### src/rtl/dmac_pkg.sv
package dmac_pkg;
   typedef enum logic [1:0] {S_IDLE, S_WAIT, S_RD, S_WR} seq_t;

   // control word bit positions
   localparam int CB_EN    = 0;
   localparam int CB_FIN   = 1;
   localparam int CB_FIE   = 2;
   localparam int CB_BURST = 3;
   localparam int CB_ERR   = 4;
   localparam int CB_EIE   = 5;
   localparam int CB_SSYS  = 6;
   localparam int CB_DSYS  = 7;
   localparam int CB_SSTEP = 8;
   localparam int CB_DSTEP = 12;
   localparam int CB_DNO   = 16;
   localparam int CB_WID   = 20;
   localparam int CB_SNO   = 24;

   localparam logic [31:0] CTL_MASK = 32'h0F3F_77FF;
   localparam int BURST_LEN = 4;
   localparam int BEAT_W = $clog2(BURST_LEN);

   // signed byte step for a 3-bit code; 100 is reserved and means no change
   function automatic logic signed [3:0] step_decode(input logic [2:0] code);
      case (code)
         3'b001:  return 4'sd1;
         3'b010:  return 4'sd2;
         3'b011:  return 4'sd4;
         3'b101:  return -4'sd1;
         3'b110:  return -4'sd2;
         3'b111:  return -4'sd4;
         default: return 4'sd0;
      endcase
   endfunction
endpackage

### src/rtl/dmac_stepper.sv
module dmac_stepper #(
   parameter int AW = 32
) (
   input  logic [AW-1:0] addr_i,
   input  logic [2:0]    code_i,
   output logic [AW-1:0] addr_o
);
   logic signed [3:0] delta;

   assign delta  = dmac_pkg::step_decode(code_i);
   assign addr_o = addr_i + {{(AW-4){delta[3]}}, delta};
endmodule

### src/rtl/dmac_reqsel.sv
module dmac_reqsel #(
   parameter int LINES = 15
) (
   input  logic [3:0]       src_no,
   input  logic [3:0]       dst_no,
   input  logic [LINES-1:0] req,
   output logic [LINES-1:0] mask,
   output logic             req_ok
);
   for (genvar i = 0; i < LINES; i++) begin : g_line
      assign mask[i] = (src_no == 4'(i + 1)) || (dst_no == 4'(i + 1));
   end

   assign req_ok = ((req & mask) == mask);
endmodule

### src/rtl/dmac_seq.sv
module dmac_seq
   import dmac_pkg::*;
(
   input  logic clk,
   input  logic rst_n,
   input  logic en,
   input  logic burst,
   input  logic cnt_zero,
   input  logic cnt_one,
   input  logic req_ok,
   input  logic m_ack,
   input  logic m_err,
   output seq_t state,
   output logic rd_done,
   output logic wr_done,
   output logic cyc_done,
   output logic fin_evt,
   output logic err_evt
);
   seq_t state_q, state_d;
   logic [BEAT_W-1:0] beat_q, beat_d;

   always_comb begin
      state_d  = state_q;
      beat_d   = beat_q;
      rd_done  = 1'b0;
      wr_done  = 1'b0;
      cyc_done = 1'b0;
      fin_evt  = 1'b0;
      err_evt  = 1'b0;
      case (state_q)
         S_IDLE: begin
            if (en) begin
               if (cnt_zero) fin_evt = 1'b1;
               else          state_d = S_WAIT;
            end
         end
         S_WAIT: begin
            if (!en) state_d = S_IDLE;
            else if (req_ok) begin
               state_d = S_RD;
               beat_d  = '0;
            end
         end
         S_RD: begin
            if (m_ack) begin
               if (m_err) begin
                  err_evt = 1'b1;
                  state_d = S_IDLE;
               end else begin
                  rd_done = 1'b1;
                  state_d = S_WR;
               end
            end
         end
         default: begin
            if (m_ack) begin
               if (m_err) begin
                  err_evt = 1'b1;
                  state_d = S_IDLE;
               end else begin
                  wr_done = 1'b1;
                  if (!burst || beat_q == BEAT_W'(BURST_LEN - 1)) begin
                     cyc_done = 1'b1;
                     if (cnt_one) begin
                        fin_evt = 1'b1;
                        state_d = S_IDLE;
                     end else begin
                        state_d = S_WAIT;
                     end
                  end else begin
                     beat_d  = beat_q + 1'b1;
                     state_d = S_RD;
                  end
               end
            end
         end
      endcase
   end

   always_ff @(posedge clk or negedge rst_n) begin
      if (!rst_n) begin
         state_q <= S_IDLE;
         beat_q  <= '0;
      end else begin
         state_q <= state_d;
         beat_q  <= beat_d;
      end
   end

   assign state = state_q;
endmodule

### src/rtl/dmac_chan.sv
module dmac_chan
   import dmac_pkg::*;
#(
   parameter int AW    = 32,
   parameter int CNT_W = 24,
   parameter int LINES = 15
) (
   input  logic             clk,
   input  logic             rst_n,
   input  logic             cfg_wr,
   input  logic [1:0]       cfg_word,
   input  logic [31:0]      cfg_wdata,
   output logic [31:0]      cfg_rdata,
   output logic             m_req,
   output logic             m_we,
   output logic             m_sys,
   output logic [AW-1:0]    m_addr,
   output logic [1:0]       m_size,
   output logic [31:0]      m_wdata,
   input  logic             m_ack,
   input  logic             m_err,
   input  logic [31:0]      m_rdata,
   input  logic [LINES-1:0] dreq,
   output logic [LINES-1:0] dgrant,
   output logic             irq
);
   if (AW < 8 || AW > 32) begin : g_bad_aw
      $error("dmac_chan: AW must lie in 8..32");
   end
   if (CNT_W < 2 || CNT_W > 32) begin : g_bad_cnt
      $error("dmac_chan: CNT_W must lie in 2..32");
   end
   if (LINES < 1 || LINES > 15) begin : g_bad_lines
      $error("dmac_chan: LINES must lie in 1..15");
   end

   logic [AW-1:0]    src_q, dst_q;
   logic [CNT_W-1:0] cnt_q;
   logic [31:0]      ctl_q, ctl_d, data_q;
   logic [LINES-1:0] gnt_q, line_mask;
   logic             req_ok;
   seq_t             st;
   logic             rd_done, wr_done, cyc_done, fin_evt, err_evt;

   logic [AW-1:0] step_cur  [2];
   logic [AW-1:0] step_nxt  [2];
   logic [2:0]    step_code [2];

   assign step_cur[0]  = src_q;
   assign step_cur[1]  = dst_q;
   assign step_code[0] = ctl_q[CB_SSTEP +: 3];
   assign step_code[1] = ctl_q[CB_DSTEP +: 3];

   for (genvar s = 0; s < 2; s++) begin : g_step
      dmac_stepper #(.AW(AW)) u_step (
         .addr_i(step_cur[s]),
         .code_i(step_code[s]),
         .addr_o(step_nxt[s])
      );
   end

   dmac_reqsel #(.LINES(LINES)) u_reqsel (
      .src_no(ctl_q[CB_SNO +: 4]),
      .dst_no(ctl_q[CB_DNO +: 4]),
      .req(dreq),
      .mask(line_mask),
      .req_ok(req_ok)
   );

   dmac_seq u_seq (
      .clk(clk),
      .rst_n(rst_n),
      .en(ctl_q[CB_EN]),
      .burst(ctl_q[CB_BURST]),
      .cnt_zero(cnt_q == '0),
      .cnt_one(cnt_q == CNT_W'(1)),
      .req_ok(req_ok),
      .m_ack(m_ack),
      .m_err(m_err),
      .state(st),
      .rd_done(rd_done),
      .wr_done(wr_done),
      .cyc_done(cyc_done),
      .fin_evt(fin_evt),
      .err_evt(err_evt)
   );

   // control word: software write, then engine events take priority
   always_comb begin
      ctl_d = ctl_q;
      if (cfg_wr && cfg_word == 2'd3) begin
         ctl_d         = cfg_wdata & CTL_MASK;
         ctl_d[CB_FIN] = ctl_q[CB_FIN] & cfg_wdata[CB_FIN];
         ctl_d[CB_ERR] = ctl_q[CB_ERR] & cfg_wdata[CB_ERR];
      end
      if (fin_evt) begin
         ctl_d[CB_FIN] = 1'b1;
         ctl_d[CB_EN]  = 1'b0;
      end
      if (err_evt) begin
         ctl_d[CB_ERR] = 1'b1;
         ctl_d[CB_EN]  = 1'b0;
      end
   end

   always_ff @(posedge clk or negedge rst_n) begin
      if (!rst_n) begin
         src_q  <= '0;
         dst_q  <= '0;
         cnt_q  <= '0;
         ctl_q  <= '0;
         data_q <= '0;
         gnt_q  <= '0;
      end else begin
         ctl_q <= ctl_d;
         gnt_q <= cyc_done ? line_mask : '0;
         if (rd_done) data_q <= m_rdata;
         if (cfg_wr && cfg_word == 2'd0) src_q <= cfg_wdata[AW-1:0];
         else if (wr_done)               src_q <= step_nxt[0];
         if (cfg_wr && cfg_word == 2'd1) dst_q <= cfg_wdata[AW-1:0];
         else if (wr_done)               dst_q <= step_nxt[1];
         if (cfg_wr && cfg_word == 2'd2) cnt_q <= cfg_wdata[CNT_W-1:0];
         else if (cyc_done)              cnt_q <= cnt_q - 1'b1;
      end
   end

   always_comb begin
      case (cfg_word)
         2'd0:    cfg_rdata = 32'(src_q);
         2'd1:    cfg_rdata = 32'(dst_q);
         2'd2:    cfg_rdata = 32'(cnt_q);
         default: cfg_rdata = ctl_q;
      endcase
   end

   assign m_req   = (st == S_RD) || (st == S_WR);
   assign m_we    = (st == S_WR);
   assign m_addr  = m_we ? dst_q : src_q;
   assign m_sys   = m_we ? ctl_q[CB_DSYS] : ctl_q[CB_SSYS];
   assign m_size  = ctl_q[CB_WID +: 2];
   assign m_wdata = data_q;
   assign dgrant  = gnt_q;
   assign irq     = (ctl_q[CB_FIN] & ctl_q[CB_FIE]) | (ctl_q[CB_ERR] & ctl_q[CB_EIE]);
endmodule

### config.mk
export PLATFORM = sky130hd
export DESIGN_NAME = dmac_chan
export DESIGN_NICKNAME = d
export VERILOG_FILES = /design/src/rtl/dmac_pkg.sv /design/src/rtl/dmac_stepper.sv /design/src/rtl/dmac_reqsel.sv /design/src/rtl/dmac_seq.sv /design/src/rtl/dmac_chan.sv
export SDC_FILE = /design/constraint.sdc
export NUM_CORES = 1
export LEC_CHECK = 0
export CAP_MARGIN = 20
export CORE_ASPECT_RATIO = 0.7
export CORE_MARGIN = 10
export CORE_UTILIZATION = 54
export CTS_CLUSTER_DIAMETER = 200
export DETAILED_ROUTE_END_ITERATION = 8
export MAX_ROUTING_LAYER = met4
export PLACE_DENSITY = 0.91
export SLEW_MARGIN = 30
export SYNTH_ARGS = -nofsm -noshare
export SYNTH_HDL_FRONTEND = slang
export SYNTH_SLANG_ARGS = --single-unit
### constraint.sdc
create_clock -name clk -period 4.6 [get_ports clk]
set_input_delay 0.46 -clock clk [delete_from_list [all_inputs] [get_ports clk]]
set_output_delay 0.46 -clock clk [all_outputs]
set_load 0.05 [all_outputs]
## Yosys cells after proc, flatten, opt, wreduce, memory -nomap -nowiden

Cells that the tools add are included.

- Memory bits (read-only): 0
- Logic and storage cells: 171
- Memory bits (writable): 0
- Output and inout bits: 117
- Memories kept: 0
- Latch bits: 0
- Register bits after elaboration: 163

- Multiply operators: 0
- Magnitude comparators: 0
- Bitwise operators: 7
- Multiplexer cells: 51
- Reduce and logical (&&, ||, !) cells: 39
- Shifts and indexed selects: 0
- $add $sub $neg: 4
- Divide/modulo/power cells: 0
- Equality and inequality tests: 59

Operators with widths:

| cell | number |
|---|---|
| $mux 32 | 5 |
| $pmux 32 s3 | 1 |
| $add 32x32->32 | 2 |
| $eq 4x4->1 const B | 16 |
| $mux 24 | 2 |
| $pmux 4 s6 | 2 |
| $eq 4x3->1 const B | 8 |
| $mux 2 | 15 |
| $eq 24x1->1 const B | 1 |
| $logic_not 24->1 | 1 |
| $sub 24x1->24 const B | 1 |
| $mux 1 | 21 |
| $eq 3x3->1 const B | 6 |
| $logic_or 1x1->1 | 17 |
| $eq 4x2->1 const B | 4 |
| $and 15x15->15 | 1 |
| $eq 15x15->1 | 1 |
| $mux 15 | 1 |
| $eq 3x2->1 const B | 4 |
| $ne 2x2->1 const B | 6 |
| $reduce_bool 2->1 | 6 |
| $eq 2x2->1 const B | 5 |
| $eq 4x1->1 const B | 2 |
| $eq 3x1->1 const B | 2 |
| other kinds (19) | 30 |

## Logic depth before layout (Yosys ltp)

Gate-level depths: netlist of run 1.

- Depth after elaboration: 8
- Depth in mapped cells: 15
- Mapped depth without buffers: 15

## By module

A second synthesis of run 1 with hierarchy kept.

- Cells, all modules: 1281
- Area total of the unflattened synthesis: 12080.3 um^2

Modules (own cells, without submodules):

| module | cells each | sequential area each (um^2) | instances | area an instance (um^2) |
|---|---|---|---|---|
| dmac_chan | 697 | 3978.8 | 1 | 7987.7 |
| dmac_stepper at g_step[0].u_step | 246 | 0.0 | 1 | 1767.9 |
| dmac_stepper at g_step[1].u_step | 246 | 0.0 | 1 | 1670.4 |
| dmac_reqsel | 56 | 0.0 | 1 | 330.3 |
| dmac_seq | 36 | 100.1 | 1 | 324.1 |

## Worst setup path after synthesis of run 1

Ideal clock, no wire load.

- Path type: register to register
- Start point: register ctl_q[13]
- End point: register dst_q[31]
- Setup slack: 1005 ps
- Stages on the path, launching flop included: 15
- Required time: 4463 ps
- Arrival time: 3458 ps
- Period minus slack after synthesis: 3595 ps
- Setup time: 137 ps
- Cells stage by stage: dfrtp_1 -> o21ai_1 -> inv_1 -> ha_1 -> clkbuf_1 -> a21o_1 -> a211oi_1 -> a21boi_0 -> o31ai_1 -> a41o_1 -> a2111oi_2 -> o31a_1 -> o211ai_1 -> xnor2_1 -> a21oi_1

- Cells in the longest elaborated chain, start to end: 5
- Elaborated cells on any way between the ends: 10
- Those cells by class: 1 x add/sub; 6 x eq/ne; 3 x mux

RTL lines:

| item | RTL line | source |
|---|---|---|
| start, declared | dmac_chan.sv:39 | `logic [31:0] ctl_q, ctl_d, data_q;` |
| start signal, assigned | dmac_chan.sv:115 | `ctl_q <= ctl_d;` |
| $eq 3x3->1 (tied with other cells) | dmac_pkg.sv:25 | `case (code)` |
| $pmux 4 s6 (*) | dmac_pkg.sv:25 |  |
| $add 32x32->32 (*) | dmac_stepper.sv:11 | `assign addr_o = addr_i + {{(AW-4){delta[3]}}, delta};` |
| $mux 32 (*) | dmac_chan.sv:121 | `else if (wr_done) dst_q <= step_nxt[1];` |
| $mux 32 (*) | dmac_chan.sv:120 | `if (cfg_wr && cfg_word == 2'd1) dst_q <= cfg_wdata[AW-1:0];` |
| end signal, assigned | dmac_chan.sv:120 |  |
| end signal, assigned | dmac_chan.sv:121 |  |
| end, declared | dmac_chan.sv:37 | `logic [AW-1:0] src_q, dst_q;` |

Every way passes the cells marked *; elsewhere a longest branch is shown, timed or not. The select of a mux whose other input is x is not followed.
A chain may end at the register's enable or synchronous reset.

## Worst setup path in the final report of run 1

Same ends and word-level chain as after synthesis.

==> impl_metrics.yaml, run 1 <==
run_status:
  status: "finished clean"
logic_synthesis:
  ys_warn_count: 0
  yosys.area.top_type: "dfrtp_1"
  ys_types: 66
  postSynth.asyncResetShare: 1.00
  synth-edff-count: 0
  synthTopCellsByArea: "dfrtp_1 (35%), mux2_2 (8.6%), ha_1 (7.0%)"
  netlist_instances: 1281
  syn_nets: 1434
  ys_ff_latch: 163
  ys.flop_type: "dfrtp_1"
  netlist_area_sq_um: 11600
  synth_top_area_share: 0.352
  synth-seq-area-share: 0.352
  avgSynthCellArea_sq_um: 9.05
worst_hold_path:
  worst_hold_path_type: "primary input to asynchronous set/reset pin"
floorplanning:
  die_y_microns: 143
  core_area_sq_um: 20900
  die_x_microns: 195
  start_util: 0.554
  rows: 44
  die_area_sq_um: 27800
  io_pins: 203
final_layout:
  area_delta_synth_final_pct: 24.2
  drive_above_1_share: 0.116
  fin_nets: 1602
  utilization: 0.689
  final_common_cell: "clkdlybuf4s50_1"
  diodes: 0
  final_cell_mix: "clkdlybuf4s50_1 (199), dfrtp_1 (163), nor2_1 (145)"
  final_cells: 1737
critical_path:
  rr_startpoint: "ctl_q[13]$_DFFE_PN0P_"
  crit_fanout: 16
  cp_data_required_time_ns: 4.91
  cp_data_arrival_time_ns: 4.15
  cp-start-kind: "flip-flop"
  critPathLaunch: "ctl_q[13]$_DFFE_PN0P_"
  worst_r2r_path_depth: 14
  worstSetupEndpoint: "dst_q[31]$_DFFE_PN0P_"
  worst_r2r_endpoint: "dst_q[31]$_DFFE_PN0P_"
  criticalPathCategory: "flip-flop to flip-flop"
  reg2reg_setup_slack_ns: 0.76
  crit_path_end_kind: "flip-flop"
clocking:
  path_clk_slew_ns: 0.06
  insertion_delay_ns: 0.45
  cts_made_buffers: 17
  cts_root_buffer: "clkbuf_16"
  numClockSinks: 163
  cts_tree: "built"
  post_cts_resized: 0
  post-cts-setup-buffers: 0
  htreeDepth: 4
  hold_buffers: 0
  clock_path_buffers: 2
power_and_ir_drop:
  p_leak_uw: 0.00614
  max-vdd-ir-drop_uv: 603
  p_per_area_nw_per_um2: 745
sta:
  rsz0062_at_grt: "no"
  slew_headroom: 0.422
  worst_slew_pin_slew_ns: 0.865
  tns_ns: 0
  timing.final.crit_share: 0.835
  fin_crit_ns: 3.84
  fin_worst_skew_ns: 0.0109
  max_freq_ghz: 0.261
  hold_violations: 0
  timing.hold.ws_ns: 0.0477
  finalSetupViolations: 0
  finalMaxSlewViolations: 0
place:
  gp_congestion: 0.993
  dp_cells: 1706
  place_hpwl_mm: 28.2
  io_buffer_count: 202
global_route:
  grt_start_max_net_pins: 83
  grt_pass1_vias: 10800
  antenna_found_initial: 0
  grt_pass1_wl_mm: 60.3
  grt.overflow.total: 0
  grt.total_usage: 0.276
route:
  avgRoutedWirePerCell_microns: 22.0
  drtAntennaViolNets: 0
  routed_via_density: 6.32
  num_vias: 11000
  drt_wl_total_mm: 38.2
  first_iter_violations: 1207
  firstDrtPassIters: 5
  drc_errors: 0
job:
  drv_cap: 0
[report_power, final]
| group | internal (uW) | switching (uW) |
|---|---|---|
| Combinational | 2650 | 4130 |
| Clock | 798 | 605 |
| Sequential | 1930 | 620 |
| Total | 5380 | 5360 |
[registers in the layout, summed over array words and instances, names as in the netlist]
register and flops:
dst_q 32, m_wdata 32, src_q 32, cnt_q 24, ctl_q 24, dgrant 15
u_seq.beat_q 2, u_seq.state 2
[metrics by stage]
| step | power (uW) | instance area (sq um) | worst slack (ns) |
|---|---|---|---|
| after CTS | 10700 | 14400 | 0.808 |
| after detailed placement | 9190 | 13800 | 0.838 |
| final | 10700 | 14400 | 0.761 |
| after floorplan | 7220 | 11600 | 1.01 |
| after global routing | 11300 | 14400 | 0.429 |
| after global placement | 9090 | 13800 | 0.943 |
[final cells by class]
| cell class | instances | area [sq um] |
|---|---|---|
| Fill cell | 1601 | 6520 |
| Tap cell | 276 | 345 |
| Inverter | 20 | 75.1 |
| Clock inverter | 8 | 76.3 |
| Sequential cell | 163 | 4080 |
| Multi-Input combinational cell | 1029 | 7180 |
| Timing Repair Buffer | 218 | 2160 |
| Clock buffer | 23 | 488 |
[metal layers]
metal	share of wire	wire length, microns	track usage
met1	0.43	16300	0.370
met4	0.025	941	0.0841
met2	0.44	16900	0.408
met5	0	0	-
met3	0.11	4130	0.0664
[critical path, cell delays in order (launching register included)]
cell and delay (ns):
dfrtp_1 0.42, o21ai_1 0.11, buf_4 0.17, inv_1 0.42, ha_1 0.38, a21oi_1 0.21, nor2_1 0.06, a211oi_1 0.28
a41oi_1 0.30, a41o_1 0.36, a2111oi_2 0.47, o31a_1 0.17, o211ai_1 0.11, xnor2_1 0.15, a21oi_1 0.08
[synth_stat cells (13+ instances only)]
cell type / count
a21o_1: 40
inv_1: 20
o21ai_1: 24
a31oi_1: 25
and3_1: 13
mux2_2: 89
ha_1: 65
xor2_1: 35
a21oi_1: 128
nor2b_1: 23
nand2b_1: 13
nand3_1: 13
clkbuf_1: 58
mux4_2: 19
xnor2_1: 40
dfrtp_1: 163
nand2_1: 127
nor3_1: 24
nor2_1: 145
o21ai_0: 59
[logic make-up (layout without fill, tap and decap cells)]
logic type | count (synthesis) | in the layout | share of synthesized area
xor+xnor | 75 | 75 | 0.0566
flops | 163 | 163 | 0.352
compound gates | 363 | 363 | 0.192
mux | 119 | 119 | 0.134
fa+ha+maj | 67 | 67 | 0.0736
buf+inv | 89 | 269 | 0.0298
simple gates | 405 | 405 | 0.162
[how the worst min path moves through the flow]
stage | slack, ns | endpoint | from
3_5_place_dp | 0.49 | u_seq.beat_q[1]$_DFFE_PN0P_ | u_seq.beat_q[1]$_DFFE_PN0P_
4_1_cts | 0.09 | dst_q[21]$_DFFE_PN0P_ | rst_n
5_1_grt | 0.11 | dst_q[26]$_DFFE_PN0P_ | rst_n
3_3_place_gp | 0.49 | m_wdata[21]$_DFFE_PN0P_ | m_wdata[21]$_DFFE_PN0P_
6_report | 0.05 | dst_q[25]$_DFFE_PN0P_ | rst_n
2_1_floorplan | 0.16 | cnt_q[0]$_DFFE_PN0P_ | rst_n
No activity file was read; power rests on OpenSTA's default activity.
==> inputs of run 2 (changes only) <==
Settings changed: CORE_UTILIZATION 54 to 49, PLACE_DENSITY 0.91 to 0.88.
Clock period 4.6 ns to 3.1 ns, I/O delays scaled along.
==> impl_metrics.yaml, run 2 (synthesis results as in run 1) <==
critical_path:
  criticalPathCategory: "flip-flop to flip-flop"
  rr_startpoint: "ctl_q[12]$_DFFE_PN0P_"
  crit_fanout: 5
  worst_r2r_endpoint: "dst_q[31]$_DFFE_PN0P_"
  worstSetupEndpoint: "dst_q[31]$_DFFE_PN0P_"
  reg2reg_setup_slack_ns: -0.20
  crit_path_end_kind: "flip-flop"
  critPathLaunch: "ctl_q[12]$_DFFE_PN0P_"
  cp-start-kind: "flip-flop"
  worst_r2r_path_depth: 15
  cp_data_arrival_time_ns: 3.61
  cp_data_required_time_ns: 3.42
clocking:
  path_clk_slew_ns: 0.07
  insertion_delay_ns: 0.45
  cts_tree: "built"
  cts_root_buffer: "clkbuf_16"
  htreeDepth: 4
  clock_path_buffers: 2
  numClockSinks: 163
  cts_made_buffers: 17
floorplanning:
  die_y_microns: 149
  core_area_sq_um: 23500
  start_util: 0.494
  io_pins: 203
  die_area_sq_um: 30300
  die_x_microns: 204
  rows: 47
sta:
  finalSetupViolations: 13
  fin_crit_ns: 3.30
  rsz0062_at_grt: "yes"
  fin_worst_skew_ns: 0.0112
  worst_slew_pin_slew_ns: 0.824
  slew_headroom: 0.451
  hold_violations: 0
  max_freq_ghz: 0.303
  finalMaxSlewViolations: 0
  timing.final.crit_share: 1.06
  setup_ws_ns: -0.198
final_layout:
  area_delta_synth_final_pct: 44.2
  fin_nets: 1763
  multi_input_area_sq_um: 8110
  drive_above_1_share: 0.305
  final_cell_area_sq_um: 16700
  seqCellArea_sq_um: 4080
  final_cell_mix: "buf_4 (190), clkdlybuf4s50_1 (162), dfrtp_1 (161)"
  diodes: 0
  num-fill-cells: 1564
  utilization: 0.713
  final_common_cell: "buf_4"
place:
  io_buffer_count: 202
  dpl-instance-area_sq_um: 14900
  place_hpwl_mm: 30.0
  gp_congestion: 1.02
run_status:
  violations: "negative setup slack"
  status: "finished with violations"
global_route:
  grt_pass1_vias: 11500
  antenna_found_initial: 0
  grt_pass1_wl_mm: 62.8
  grt.total_usage: 0.266
  grt.overflow.total: 0
  grt_start_max_net_pins: 79
power_and_ir_drop:
  max-vdd-ir-drop_uv: 899
  p_leak_uw: 0.00712
  p_per_area_nw_per_um2: 1130
route:
  drt_wl_total_mm: 43.2
  drtAntennaViolNets: 0
  firstDrtPassIters: 5
  first_iter_violations: 1143
  avgRoutedWirePerCell_microns: 22.3
  routed_via_density: 6.18
  drc_errors: 0
  num_vias: 12000
worst_hold_path:
  worst_hold_path_type: "primary input to asynchronous set/reset pin"
job:
  drv_cap: 0
==> run 2: stage by stage <==
| stage | hold WS (ns) | setup TNS [ns] | cells | total power [uW] | worst slack, ns |
|---|---|---|---|---|---|
| 5_1_grt | 0.475 | -3.82 | 1940 | 19800 | -0.344 |
| 2_1_floorplan | 0.0144 | -1.15 | 1281 | 10800 | -0.377 |
| 3_5_place_dp | 0.390 | -3.07 | 1875 | 14600 | -0.334 |
| 4_1_cts | 0.469 | -0.673 | 1922 | 17400 | -0.134 |
| 6_report | 0.438 | -1.47 | 1940 | 18800 | -0.198 |
| 3_3_place_gp | 0.383 | -1.15 | 1875 | 14400 | -0.208 |
==> run 2: what timing repair did <==
action | in CTS | in global routing
endpoints found under the hold margin | 74 | 0
cloned | 0 | 2
setup buffers | 15 | 17
hold buffers | 1 | 0
resized for setup | 51 | 123
setup endpoints to repair | 24 | 32
pin swaps | 33 | 70
==> run 2: worst min-delay path by stage <==
stage / startpoint / slack (ns) / cells past startpoint / endpoint
4_1_cts: m_rdata[3] / 0.47 / 2 / m_wdata[3]$_DFFE_PN0P_
3_5_place_dp: rst_n / 0.39 / 1 / dst_q[28]$_DFFE_PN0P_
3_3_place_gp: rst_n / 0.38 / 1 / dst_q[28]$_DFFE_PN0P_
6_report: rst_n / 0.44 / 2 / dst_q[28]$_DFFE_PN0P_
5_1_grt: m_rdata[16] / 0.47 / 2 / m_wdata[16]$_DFFE_PN0P_
2_1_floorplan: rst_n / 0.01 / 0 / cnt_q[0]$_DFFE_PN0P_
==> run 2: layout make-up <==
cell class	count	area share
Sequential cell	163	0.244
Multi-Input combinational cell	1029	0.485
Clock inverter	11	0.00912
Timing Repair Buffer	379	0.206
Inverter	20	0.00471
Clock buffer	20	0.0273
Tap cell	318	0.0238
==> run 2: metal layers <==
layer | GRT usage | vias up | routed length [microns] | part of all wire
met5 | - | - | 0 | 0
met4 | 0.0837 | 0 | 1640 | 0.038
met3 | 0.0598 | 148 | 4290 | 0.099
met2 | 0.398 | 745 | 19600 | 0.45
met1 | 0.352 | 5765 | 17700 | 0.41
li1 | - | 5329 | - | -
==> run 2: report_power, final <==
group / switching (uW) / leakage, uW / internal, uW
registers: 954 / 0.00196 / 2860
logic: 7200 / 0.00487 / 5580
clock network: 941 / 0.000289 / 1310
total: 9100 / 0.00712 / 9750
==> run 2: critical path: stages, from the launching register on <==
cell,delay [ns]
dfrtp_1,0.44
o21ai_4,0.20
clkinvlp_4,0.16
buf_8,0.17
buf_6,0.14
ha_4,0.26
o21ai_2,0.06
o21ai_2,0.17
nand4_1,0.18
a41oi_2,0.27
a41o_1,0.30
a2111oi_4,0.11
o31a_1,0.26
o211ai_1,0.22
xnor2_1,0.15
a21oi_1,0.08
==> inputs of run 3 (changes only) <==
Settings changed: CELL_PAD_IN_SITES_DETAIL_PLACEMENT set to 1, CELL_PAD_IN_SITES_GLOBAL_PLACEMENT set to 1, CORE_UTILIZATION 49 to 37, CTS_CLUSTER_SIZE set to 8, PLACE_DENSITY 0.88 to 0.79.
==> impl_metrics.yaml, run 3 (synthesis results as in run 1) <==
critical_path:
  cp_data_arrival_time_ns: 3.89
  reg2reg_setup_slack_ns: -0.46
  criticalPathCategory: "flip-flop to flip-flop"
  crit_fanout: 5
  critPathMaxStageDelay_ns: 0.46
  cp_data_required_time_ns: 3.43
  rr_startpoint: "ctl_q[13]$_DFFE_PN0P_"
  worst_r2r_endpoint: "dst_q[31]$_DFFE_PN0P_"
  path_delay_family: "compound AO/OA/AOI/OAI gates"
  slowest_stage: "dfrtp_2"
  worst_r2r_path_depth: 14
  crit_path_end_kind: "flip-flop"
  cp-start-kind: "flip-flop"
  path_cells: "o21ai_4 -> clkinvlp_4 -> buf_4 -> ha_1 -> nor3_2 -> nor2_2 -> nand4_1 -> a41oi_2 -> a41o_1 -> a2111oi_4 -> o31a_1 -> o211ai_1 -> xnor2_1 -> a21oi_1"
  cp_num_buf_inv: 2
  path_depth: 14
global_route:
  antenna_found_initial: 1
  grt_pass1_vias: 12900
  grt_pass1_wl_mm: 77.7
  grt_start_max_net_pins: 66
  grt.total_usage: 0.263
  grt.overflow.total: 0
final_layout:
  area_delta_synth_final_pct: 49.1
  final_common_cell: "buf_4"
  final_cells: 2096
  drive_above_1_share: 0.336
  utilization: 0.557
  fin_nets: 1815
  final_cell_area_sq_um: 17300
  final_cell_mix: "buf_4 (245), clkdlybuf4s50_1 (162), dfrtp_1 (160)"
  num-fill-cells: 3434
place:
  dpl-instance-area_sq_um: 15300
  dp_cells: 2019
  gp_congestion: 0.950
  io_buffer_count: 202
  place_hpwl_mm: 38.4
sta:
  timing.final.crit_share: 1.15
  fin_worst_skew_ns: 0.0132
  rsz0062_at_grt: "yes"
  worst_slew_pin_slew_ns: 0.620
  finalMaxSlewViolations: 0
  hold_violations: 0
  fin_crit_ns: 3.56
  max_freq_ghz: 0.281
  finalSetupViolations: 27
  slew_headroom: 0.585
  setup_ws_ns: -0.458
clocking:
  cts_made_buffers: 17
  path_clk_slew_ns: 0.08
  clock_path_buffers: 2
  cts_tree: "built"
  numClockSinks: 163
  htreeDepth: 4
  cts_root_buffer: "clkbuf_16"
  insertion_delay_ns: 0.46
floorplanning:
  core_area_sq_um: 31000
  die_x_microns: 232
  start_util: 0.374
  io_pins: 203
  rows: 54
  die_y_microns: 168
  die_area_sq_um: 38900
run_status:
  status: "finished with violations"
  violations: "negative setup slack"
power_and_ir_drop:
  p_leak_uw: 0.00738
  p_per_area_nw_per_um2: 1150
  fin_total_pwr_uw: 19800
  max-vdd-ir-drop_uv: 783
route:
  drc_errors: 0
  drtAntennaViolNets: 0
  drt_wl_total_mm: 53.9
  firstDrtPassIters: 5
  routed_via_density: 5.92
  avgRoutedWirePerCell_microns: 25.7
  first_iter_violations: 1069
  num_vias: 12400
worst_hold_path:
  worst_hold_path_type: "primary input to asynchronous set/reset pin"
job:
  drv_cap: 0
run 3: worst max path at each step:
stage / from / endpoint / slack [ns]
after floorplan: ctl_q[12]$_DFFE_PN0P_ / dst_q[31]$_DFFE_PN0P_ / -0.38
after global placement: ctl_q[13]$_DFFE_PN0P_ / dst_q[28]$_DFFE_PN0P_ / -0.20
after CTS: ctl_q[12]$_DFFE_PN0P_ / dst_q[31]$_DFFE_PN0P_ / -0.17
final: ctl_q[13]$_DFFE_PN0P_ / dst_q[31]$_DFFE_PN0P_ / -0.46
after detailed placement: ctl_q[9]$_DFFE_PN0P_ / src_q[30]$_DFFE_PN0P_ / -0.34
after global routing: ctl_q[13]$_DFFE_PN0P_ / dst_q[31]$_DFFE_PN0P_ / -0.56
run 3: cell type report:
cell class / instances / area, sq um / area share
inverter: 20 / 81.3 / 0.00470
timing repair buffer: 431 / 3770 / 0.218
clock inverter: 15 / 164 / 0.00948
multi-input combinational: 1029 / 8230 / 0.476
tap: 420 / 526 / 0.0304
antenna: 1 / 2.50 / 0.000145
sequential: 163 / 4080 / 0.236
clock buffer: 17 / 425 / 0.0246
run 3: stage by stage:
stage	setup slack [ns]	hold WS, ns	TNS (ns)
floorplan	-0.377	0.0144	-1.15
global placement	-0.197	0.250	-1.62
detailed placement	-0.336	0.255	-4.46
CTS	-0.168	0.340	-0.718
global route	-0.561	0.390	-7.72
finish	-0.458	0.351	-4.16
run 3: repair_timing:
action	CTS	global route
setup endpoints to repair	31	40
resized for setup	77	126
pin swaps	39	81
setup buffers	22	26
endpoints found under the hold margin	38	0
hold buffers	1	0
run 3: routing by layer:
metal  wire length (microns)  global-route usage
met5                       0                   -
met3                    3620              0.0618
met1                   22800               0.330
met2                   25500               0.408
met4                    1960              0.0927
run 3: power breakdown:
part	internal, uW	switching, uW
clock network	1150	1080
logic	5900	7780
registers	2860	1030
